==> src/rtl/dspwm_pkg.sv <==
package dspwm_pkg;
  // write targets for the shadow registers
  typedef enum logic [1:0] {
    TGT_PERIOD = 2'd0,
    TGT_CMPA   = 2'd1,
    TGT_CMPB   = 2'd2,
    TGT_NONE   = 2'd3
  } wr_tgt_e;

  localparam int NUM_REGS   = 3;
  localparam int NUM_CH     = 2;
  localparam int NUM_FLAGS  = 4;
  localparam int FLG_MATCHA = 0;
  localparam int FLG_MATCHB = 1;
  localparam int FLG_TOP    = 2;
  localparam int FLG_BOTTOM = 3;
endpackage

==> src/rtl/dspwm_regs.sv <==
module dspwm_regs
  import dspwm_pkg::*;
#(
  parameter int WIDTH = 16
) (
  input  logic                           clk,
  input  logic                           rst,
  input  logic                           wr_en,
  input  logic [1:0]                     wr_sel,
  input  logic [WIDTH-1:0]               wr_data,
  input  logic                           load,
  output logic [NUM_REGS-1:0][WIDTH-1:0] act_o
);
  for (genvar i = 0; i < NUM_REGS; i++) begin : g_reg
    logic [WIDTH-1:0] shadow_q;
    logic [WIDTH-1:0] active_q;

    always_ff @(posedge clk) begin
      if (rst) begin
        shadow_q <= '0;
        active_q <= '0;
      end else begin
        if (wr_en && (wr_sel == 2'(i)))
          shadow_q <= wr_data;
        // reload takes the shadow value from before this cycle's write
        if (load)
          active_q <= shadow_q;
      end
    end

    assign act_o[i] = active_q;
  end
endmodule

==> src/rtl/dspwm_counter.sv <==
module dspwm_counter #(
  parameter int WIDTH   = 16,
  parameter int MIN_TOP = 3
) (
  input  logic             clk,
  input  logic             rst,
  input  logic             tick,
  input  logic [WIDTH-1:0] top_raw,
  output logic [WIDTH-1:0] cnt,
  output logic             rising,
  output logic             at_bottom,
  output logic             at_top
);
  localparam logic [WIDTH-1:0] MIN_V = WIDTH'(MIN_TOP);
  localparam logic [WIDTH-1:0] ONE   = WIDTH'(1);

  logic [WIDTH-1:0] cnt_q;
  logic             up_q;
  logic [WIDTH-1:0] eff_top;

  assign eff_top   = (top_raw < MIN_V) ? MIN_V : top_raw;
  assign at_bottom = tick && (cnt_q == '0);
  assign at_top    = tick && up_q && (cnt_q != '0) && (cnt_q >= eff_top);

  always_ff @(posedge clk) begin
    if (rst) begin
      cnt_q <= '0;
      up_q  <= 1'b1;
    end else if (tick) begin
      if (cnt_q == '0) begin
        cnt_q <= ONE;
        up_q  <= 1'b1;
      end else if (up_q && (cnt_q >= eff_top)) begin
        cnt_q <= cnt_q - ONE;
        up_q  <= 1'b0;
      end else if (up_q) begin
        cnt_q <= cnt_q + ONE;
      end else begin
        cnt_q <= cnt_q - ONE;
      end
    end
  end

  assign cnt    = cnt_q;
  assign rising = up_q;
endmodule

==> src/rtl/dspwm_channel.sv <==
module dspwm_channel #(
  parameter int WIDTH = 16
) (
  input  logic             clk,
  input  logic             rst,
  input  logic             tick,
  input  logic [1:0]       mode,
  input  logic [WIDTH-1:0] cnt,
  input  logic [WIDTH-1:0] cmp,
  input  logic             rising,
  output logic             match,
  output logic             pwm
);
  logic pwm_q;

  assign match = (cnt == cmp);

  // mode[1]=0: output parked low; mode[0] picks the polarity
  always_ff @(posedge clk) begin
    if (rst) begin
      pwm_q <= 1'b0;
    end else if (!mode[1]) begin
      pwm_q <= 1'b0;
    end else if (tick && match) begin
      pwm_q <= mode[0] ? rising : !rising;
    end
  end

  assign pwm = pwm_q;
endmodule

==> src/rtl/dspwm_timer.sv <==
module dspwm_timer
  import dspwm_pkg::*;
#(
  parameter int WIDTH   = 16,
  parameter int MIN_TOP = 3
) (
  input  logic                 clk,
  input  logic                 rst,
  input  logic                 tick,
  input  logic                 wr_en,
  input  logic [1:0]           wr_sel,
  input  logic [WIDTH-1:0]     wr_data,
  input  logic                 top_src,
  input  logic [1:0]           out_mode_a,
  input  logic [1:0]           out_mode_b,
  input  logic [NUM_FLAGS-1:0] flag_clr,
  output logic [WIDTH-1:0]     cnt,
  output logic                 pwm_a,
  output logic                 pwm_b,
  output logic [NUM_FLAGS-1:0] flags
);
  localparam int IDX_PERIOD = int'(TGT_PERIOD);
  localparam int IDX_CMPA   = int'(TGT_CMPA);

  logic [NUM_REGS-1:0][WIDTH-1:0] act;
  logic [WIDTH-1:0]               top_raw;
  logic                           rising;
  logic                           at_bottom;
  logic                           at_top;
  logic [NUM_CH-1:0]              ch_match;
  logic [NUM_CH-1:0]              ch_pwm;
  logic [NUM_CH-1:0][1:0]         ch_mode;
  logic [NUM_FLAGS-1:0]           flag_set;
  logic [NUM_FLAGS-1:0]           flags_q;

  dspwm_regs #(.WIDTH(WIDTH)) regs_i (
    .clk     (clk),
    .rst     (rst),
    .wr_en   (wr_en),
    .wr_sel  (wr_sel),
    .wr_data (wr_data),
    .load    (at_bottom),
    .act_o   (act)
  );

  assign top_raw = top_src ? act[IDX_CMPA] : act[IDX_PERIOD];

  dspwm_counter #(.WIDTH(WIDTH), .MIN_TOP(MIN_TOP)) counter_i (
    .clk       (clk),
    .rst       (rst),
    .tick      (tick),
    .top_raw   (top_raw),
    .cnt       (cnt),
    .rising    (rising),
    .at_bottom (at_bottom),
    .at_top    (at_top)
  );

  assign ch_mode[0] = out_mode_a;
  assign ch_mode[1] = out_mode_b;

  for (genvar c = 0; c < NUM_CH; c++) begin : g_ch
    dspwm_channel #(.WIDTH(WIDTH)) chan_i (
      .clk    (clk),
      .rst    (rst),
      .tick   (tick),
      .mode   (ch_mode[c]),
      .cnt    (cnt),
      .cmp    (act[c+1]),
      .rising (rising),
      .match  (ch_match[c]),
      .pwm    (ch_pwm[c])
    );
  end

  assign pwm_a = ch_pwm[0];
  assign pwm_b = ch_pwm[1];

  always_comb begin
    flag_set             = '0;
    flag_set[FLG_MATCHA] = (tick && ch_match[0]) || (at_top && top_src);
    flag_set[FLG_MATCHB] = tick && ch_match[1];
    flag_set[FLG_TOP]    = at_top && !top_src;
    flag_set[FLG_BOTTOM] = at_bottom;
  end

  always_ff @(posedge clk) begin
    if (rst) flags_q <= '0;
    else     flags_q <= (flags_q & ~flag_clr) | flag_set;
  end

  assign flags = flags_q;
endmodule

==> config.mk <==
export PLATFORM = sky130hd
export DESIGN_NAME = dspwm_timer
export DESIGN_NICKNAME = d
export VERILOG_FILES = /design/src/rtl/dspwm_pkg.sv /design/src/rtl/dspwm_regs.sv /design/src/rtl/dspwm_counter.sv /design/src/rtl/dspwm_channel.sv /design/src/rtl/dspwm_timer.sv
export SDC_FILE = /design/constraint.sdc
export NUM_CORES = 1
export LEC_CHECK = 0
export BUFFER_PORTS_ARGS = -buffer_cell sky130_fd_sc_hd__clkbuf_2
export CORE_MARGIN = 4
export CORE_UTILIZATION = 26
export DETAILED_ROUTE_END_ITERATION = 8
export MAX_ROUTING_LAYER = met4
export PLACE_DENSITY = 0.46
export SETUP_SLACK_MARGIN = 0.4
export SYNTH_ARGS = -nofsm -noshare
export SYNTH_HDL_FRONTEND = slang
export SYNTH_SLANG_ARGS = --single-unit
==> constraint.sdc <==
create_clock -name clk -period 5.7 [get_ports clk]
set_clock_uncertainty 0.1 [all_clocks]
set_input_delay 0.285 -clock clk [delete_from_list [all_inputs] [get_ports clk]]
set_output_delay 0.285 -clock clk [all_outputs]
set_load 0.02 [all_outputs]
==> metrics, run 1 <==
Detailed Routing Iterations Pass 1=5; Die Ht=159 µm; Setup TNS=0 ns; RR Endpoint=counter_i.cnt[13]; post-CTS sizing=0; total track usage=15.8%; pwr/cell area=556 mW/mm²; Layout Nets=830; Hold Crit Depth=3; Post-Syn Area=0.00595 mm²; CP max FO=14; Leak=2.63 nW; R2R Path Start=regs_i.g_reg[0].active_q[4]; flops & latches, synth=119; Critical Path Start Type=flip-flop; commonest non-fill, non-tap cell in the layout=nand2_1; end-of-flow core utilization=31.1%; Final Hold Viols=0; # fillers=2,451; Critical-path top delay cell=a2111oi_0; Fmax=251 MHz; slew of the pin with the lowest slew margin=0.960 ns; Setup CP Type=reg2reg; clk_lat worst skew=0.42 ns; post-synth top area share=40.0%; largest net degree at the start of global routing=58; layout cells sized above 1=12.8%; die width=159 µm; R2R setup slack=1.72 ns; post-synth net total=807; number of cell rows=55; Crit. End Element=flip-flop; clk sinks=119; drt via density=5.03; IO Port Bufs=52; Clock Tree Root=clkbuf_16; total power=3.91 mW; # Max-Cap Violations=0; status=completed; grt total ovfl=0; CP peak stage delay=0.64 ns; ant diodes=0; DP Area=0.00639 mm²; most area-hungry cell type in the Yosys netlist=dfxtp_1; DRT iter0 DRCs=390; ys flop type=dfxtp_1; CTS H-tree depth=4; Cells after Synth=757; I/O pins=53; most frequent CP cell=a2111oi_0; core area=0.0226 mm²; async set-reset flop share out of synthesis=0%; Hold Crit Class=in2reg; Hold EP=regs_i.g_reg[1].shadow_q[8]; crit share post-route=69.9%; CTS tree=yes; pre-CTS setup slack=1.36 ns; Final ANT Viol Nets=0; most frequent cells in the layout=nand2_1, dfxtp_1, a21oi_1; Ys Warns=0; area delta synth->final=17.9%; vias in the first global route=5,187; Num CTS Buffers=17; R2R depth=11; Initial Utilization=26.4%; Seq/Total Area, Yosys=40.0%; CP required=5.91 ns; CTS Hold Bufs=2; initial antenna violation count=0; Hold Slack=0.0173 ns; Post-synth EDFFs=0; worst-case clock buffer depth=2; DPL Wire Length=13,200 µm; pins over their slew limit=0; Final Cell Area=0.00702 mm²; Setup Fix Bufs, Post-CTS=0; average cell area after synthesis=7.86 µm²; gpl congestion=0.828; final WL=19,500 µm; PnR worst setup slack=1.72 ns; Setup violations, final=0; DP Cell Count=1,044; vias=5,419; min-delay src=wr_data[8]; die area=0.0254 mm²; RSZ-0062 raised after global routing=no; synth top area cells=dfxtp_1, nand2_1, a21oi_1; first-pass GRT wire length=30,800 µm; Max rail drop VDD=240 µV; drt wl/cell=18.1 µm; clock-pin transition on the worst setup and hold timing paths=0.06 ns; CP cell instances=a2111oi_0 -> a21oi_1 -> nor4_1 -> a211o_1 -> ha_1 -> nand2b_1 -> a2111oi_0 -> or4_1 -> nand3_1 -> mux2i_1 -> a221o_1; Yosys cell types=60; WP data arrival=4.19 ns; Tmin final=3.98 ns; Relative slew margins=35.4%; Remaining DRCs=0; Finished Layout Cells=1,077
-- kinds of logic (layout without fill, tap and decap cells) --
kind of cell / after synthesis / count (layout) / share of synthesized area [%]
buffers and inverters: 68 / 103 / 4.96
adders and majority gates: 19 / 19 / 3.99
xor gates and xnor gates: 43 / 43 / 6.33
muxes: 19 / 19 / 3.20
AOI/OAI and AO/OA: 164 / 164 / 16.5
and+or+nand+nor: 325 / 325 / 25.0
DFF: 119 / 119 / 40.0
-- sequential cells by signal, summed over array words and instances (netlist names) --
name / cells
counter_i.cnt: 16
counter_i.rising: 1
flags: 4
g_ch.chan_i.pwm: 2
regs_i.g.active_q: 48
regs_i.g.shadow_q: 48
-- cell usage after synthesis, types with 2 or more instances --
master / n
a22oi_1: 2
a311oi_1: 3
nand3_1: 14
nor2_1: 17
mux2i_1: 19
buf_2: 11
buf_1: 6
a2111oi_0: 3
o21bai_1: 2
nand2_1: 206
a311o_1: 2
inv_1: 8
o31ai_1: 5
xnor2_1: 25
nand2b_1: 7
clkbuf_1: 39
nor4_1: 11
or3b_2: 2
dfxtp_1: 119
nor2b_1: 2
o21a_1: 2
and3_1: 4
a211oi_1: 5
xor2_1: 18
a21oi_1: 105
a221o_1: 4
or4_1: 3
ha_1: 19
nand3b_1: 4
a211o_1: 2
and3b_1: 2
nor3_1: 16
buf_6: 3
a31oi_1: 7
and2_1: 4
nand4_1: 21
o21ai_0: 8
a32oi_1: 2
nor3b_1: 4
-- report_power, final --
| part | leakage [nW] | internal, mW | switching (mW) | total (mW) |
|---|---|---|---|---|
| registers | 0.964 | 0.908 | 0.162 | 1.07 |
| logic | 1.38 | 0.597 | 1.12 | 1.71 |
| clock network | 0.287 | 0.711 | 0.410 | 1.12 |
| total | 2.63 | 2.22 | 1.69 | 3.91 |
-- critical path: cells and delay by family, from the launching register on --
family,cells,cell delay (ns)
AO/OA/AOI/OAI,5,1.60
adder cells (fa/ha/maj),1,0.22
flip-flops,1,0.35
multiplexers,1,0.20
AND/OR/NAND/NOR,4,1.39
-- layout make-up --
| type | instances | area [µm²] | share of cell area, % |
|---|---|---|---|
| repair buffers | 64 | 358 | 5.10 |
| well taps | 285 | 357 | 5.08 |
| inverters | 8 | 30.0 | 0.428 |
| clock inverters | 10 | 144 | 2.05 |
| multi-input cells | 570 | 3290 | 46.8 |
| clock buffers | 21 | 460 | 6.56 |
| flip-flops and latches | 119 | 2380 | 33.9 |
-- metal layers --
metal / global-route usage, % / wire [µm] / up-vias
met1: 22.7 / 9880 / 2566
li1: - / - / 2688
met4: 4.06 / 180 / 0
met5: - / 0 / -
met2: 22.9 / 8550 / 150
met3: 2.82 / 900 / 15
-- worst max path at each step --
stage,from,end,slack (ns),cells past startpoint
global route,regs_i.g_reg[0].active_q[4],counter_i.cnt[13],1.36,11
floorplan,top_src,counter_i.cnt[14],1.81,14
finish,regs_i.g_reg[0].active_q[4],counter_i.cnt[13],1.72,11
CTS,regs_i.g_reg[0].active_q[4],counter_i.cnt[13],1.75,11
detailed placement,top_src,counter_i.cnt[13],1.36,12
global placement,top_src,counter_i.cnt[13],1.48,12
No activity file was read; power rests on OpenSTA's default activity.
==> inputs of run 2 (changes only) <==
clock period = 4.05 ns   (was 5.7 ns; I/O delays follow)
==> run 2 against run 1 <==
Compared with the run above:
- final cell count increased by 3.0%
- combinational power rose by 56%
- cell area rose by 4.0%
- first-iteration DRC count fell by 3.1%
- register-to-register slack got worse by 1.0 ns
- count of clock-buffer cells in the layout down 3
- critical path depth increased by 1
- largest power group unchanged
- utilization rose by 1.2 points
- sequential power rose by 36%
- worst hold slack lost 0.011 ns
- fmax increased by 20%
- non-clock buffer count increased by 31
==> metrics, run 2 (synthesis gave the netlist of run 1 again) <==
pins over their slew limit=0 (unchanged); Layout Nets=861 (+3.7%); # fillers=2,458 (+0.29%); most frequent cells in the layout=nand2_1, dfxtp_1, a21oi_1; clock-pin transition on the worst setup and hold timing paths=0.06 ns (about the same); Crit. End Element=flip-flop; Num CTS Buffers=17 (unchanged); drt via density=5.00 (-0.65%); ant diodes=0 (unchanged); Relative slew margins=25.7% (-9.7 points); Setup violations, final=0 (unchanged); final WL=19,700 µm (+1.1%); WP data arrival=3.59 ns (-0.60 ns); # Max-Cap Violations=0 (unchanged); delay-heaviest family, CP=compound AO/OA/AOI/OAI gates; IO Port Bufs=52 (unchanged); CP cell instances=a2111oi_2 -> a21oi_1 -> nor4_2 -> a211oi_1 -> ha_1 -> a2111oi_0 -> buf_4 -> nor4_2 -> nor3_1 -> buf_4 -> a2111oi_0 -> a21o_1; Setup Fix Bufs, Post-CTS=0 (unchanged); Max rail drop VDD=330 µV (+38%); routed length on met3=725 µm (-19%); commonest non-fill, non-tap cell in the layout=nand2_1; Detailed Routing Iterations Pass 1=5 (unchanged); Critical-path top delay cell=nor4_2; clk_lat worst skew=0.41 ns (about the same); DRT iter0 DRCs=378 (-3.1%); CTS H-tree depth=4 (unchanged); RSZ-0062 raised after global routing=no; pre-CTS setup slack=0.273 ns (-1.08 ns); largest net degree at the start of global routing=80 (+38%); I/O pins=53 (unchanged); crit share post-route=82.3% (+12 points); Setup CP Type=reg2reg; Die Ht=159 µm (unchanged); Fmax=300 MHz (+20%); number of cell rows=55 (unchanged); DPL Wire Length=13,800 µm (+4.0%); worst-case clock buffer depth=2 (unchanged); CP required=4.30 ns (-1.61 ns); CP peak stage delay=0.65 ns (about the same); Initial Utilization=26.4% (unchanged); top sig layer=met4; vias=5,544 (+2.3%); Setup TNS=0 ns (unchanged); PnR worst setup slack=0.719 ns (-0.996 ns); Clock Tree Root=clkbuf_16; Final ANT Viol Nets=0 (unchanged); Hold Crit Class=in2reg; area delta synth->final=22.6%; clk sinks=119 (unchanged); DR WL met2=8890 µm (+4.0%); Remaining DRCs=0 (unchanged); slew of the pin with the lowest slew margin=1.11 ns (+0.150 ns); initial antenna violation count=0 (unchanged); die area=0.0254 mm² (unchanged); CTS tree=yes; Critical Path Start Type=flip-flop; Leak=2.77 nW (+5.4%); Final Hold Viols=0 (unchanged); pwr/cell area=777 mW/mm² (+40%); status=completed; first-pass GRT wire length=31,400 µm (+2.0%); CP Buf/Inv Count=2 (+2); drt wl/cell=17.8 µm (-1.8%); grt total ovfl=0 (unchanged); core area=0.0226 mm² (unchanged); total track usage=16.2% (+0.39 points); CP max FO=8 (-6); gpl congestion=0.826 (-0.34%); vias in the first global route=5,368 (+3.5%); layout cells sized above 1=14.4% (+1.7 points); Tmin final=3.33 ns (-0.654 ns); M1 WL=9930 µm (+0.47%); die width=159 µm (unchanged)
-- run 2: cell count changes in the layout (fill, tap and decap cells not counted), moves of 2 or more --
cell	delta
buf_4	+14
clkbuf_8	-2
dlygate4sd3_1	+17
clkinv_2	+2
-- run 2: through the flow --
stage / hold WS [ns] / util (%) / power [mW] / instances / instance area, µm²
6_report: 0.00616 / 32.3 / 5.67 / 1109 / 7300
5_1_grt: 0.0132 / 32.3 / 6.02 / 1109 / 7300
4_1_cts: 0.000636 / 32.2 / 5.68 / 1108 / 7270
3_5_place_dp: 0.344 / 28.8 / 4.10 / 1058 / 6490
3_3_place_gp: 0.341 / 28.8 / 4.13 / 1058 / 6490
2_1_floorplan: 0.238 / - / 3.27 / 757 / 5950
-- run 2: power breakdown --
part	switching [mW]	total [mW]	leakage, nW	internal, mW
registers	0.181	1.46	0.964	1.28
logic	1.68	2.66	1.53	0.985
clock network	0.580	1.55	0.284	0.971
-- run 2: routing by layer --
metal	GRT usage [%]	vias up
li1	-	2750
met1	22.3	2665
met2	24.5	120
met3	3.42	9
met4	3.75	0
met5	-	-
-- run 2: final timing paths --
kind | cells past startpoint | startpoint | slack [ns] | end
min | 3 | wr_data[0] | 0.006 | regs_i.g_reg[0].shadow_q[0]
min reg2reg | 2 | regs_i.g_reg[1].shadow_q[10] | 0.35 | regs_i.g_reg[1].active_q[10]
max | 12 | regs_i.g_reg[0].active_q[1] | 0.72 | counter_i.cnt[4]
max reg2reg | 12 | regs_i.g_reg[0].active_q[1] | 0.72 | counter_i.cnt[4]
-- run 2: layout make-up --
class | instances | area (µm²) | area share [%]
well taps | 285 | 357 | 4.89
repair buffers | 95 | 633 | 8.67
clock buffers | 18 | 429 | 5.88
multi-input cells | 570 | 3300 | 45.2
flip-flops and latches | 119 | 2380 | 32.6
clock inverters | 14 | 170 | 2.33
inverters | 8 | 30.0 | 0.411
-- run 2: timing repair --
| item | CTS | global route |
|---|---|---|
| resized for setup | 0 | 4 |
| hold buffers | 18 | 1 |
| endpoints found under the hold margin | 42 | 1 |
| setup endpoints to repair | 0 | 14 |
-- run 2: worst register-to-register path, cell delays in order, from the launching register on --
cell and delay, ns:
dfxtp_1 0.34, a2111oi_2 0.35, a21oi_1 0.10, nor4_2 0.33
a211oi_1 0.10, ha_1 0.28, a2111oi_0 0.08, buf_4 0.15
nor4_2 0.65, nor3_1 0.10, buf_4 0.19, a2111oi_0 0.38
a21o_1 0.14
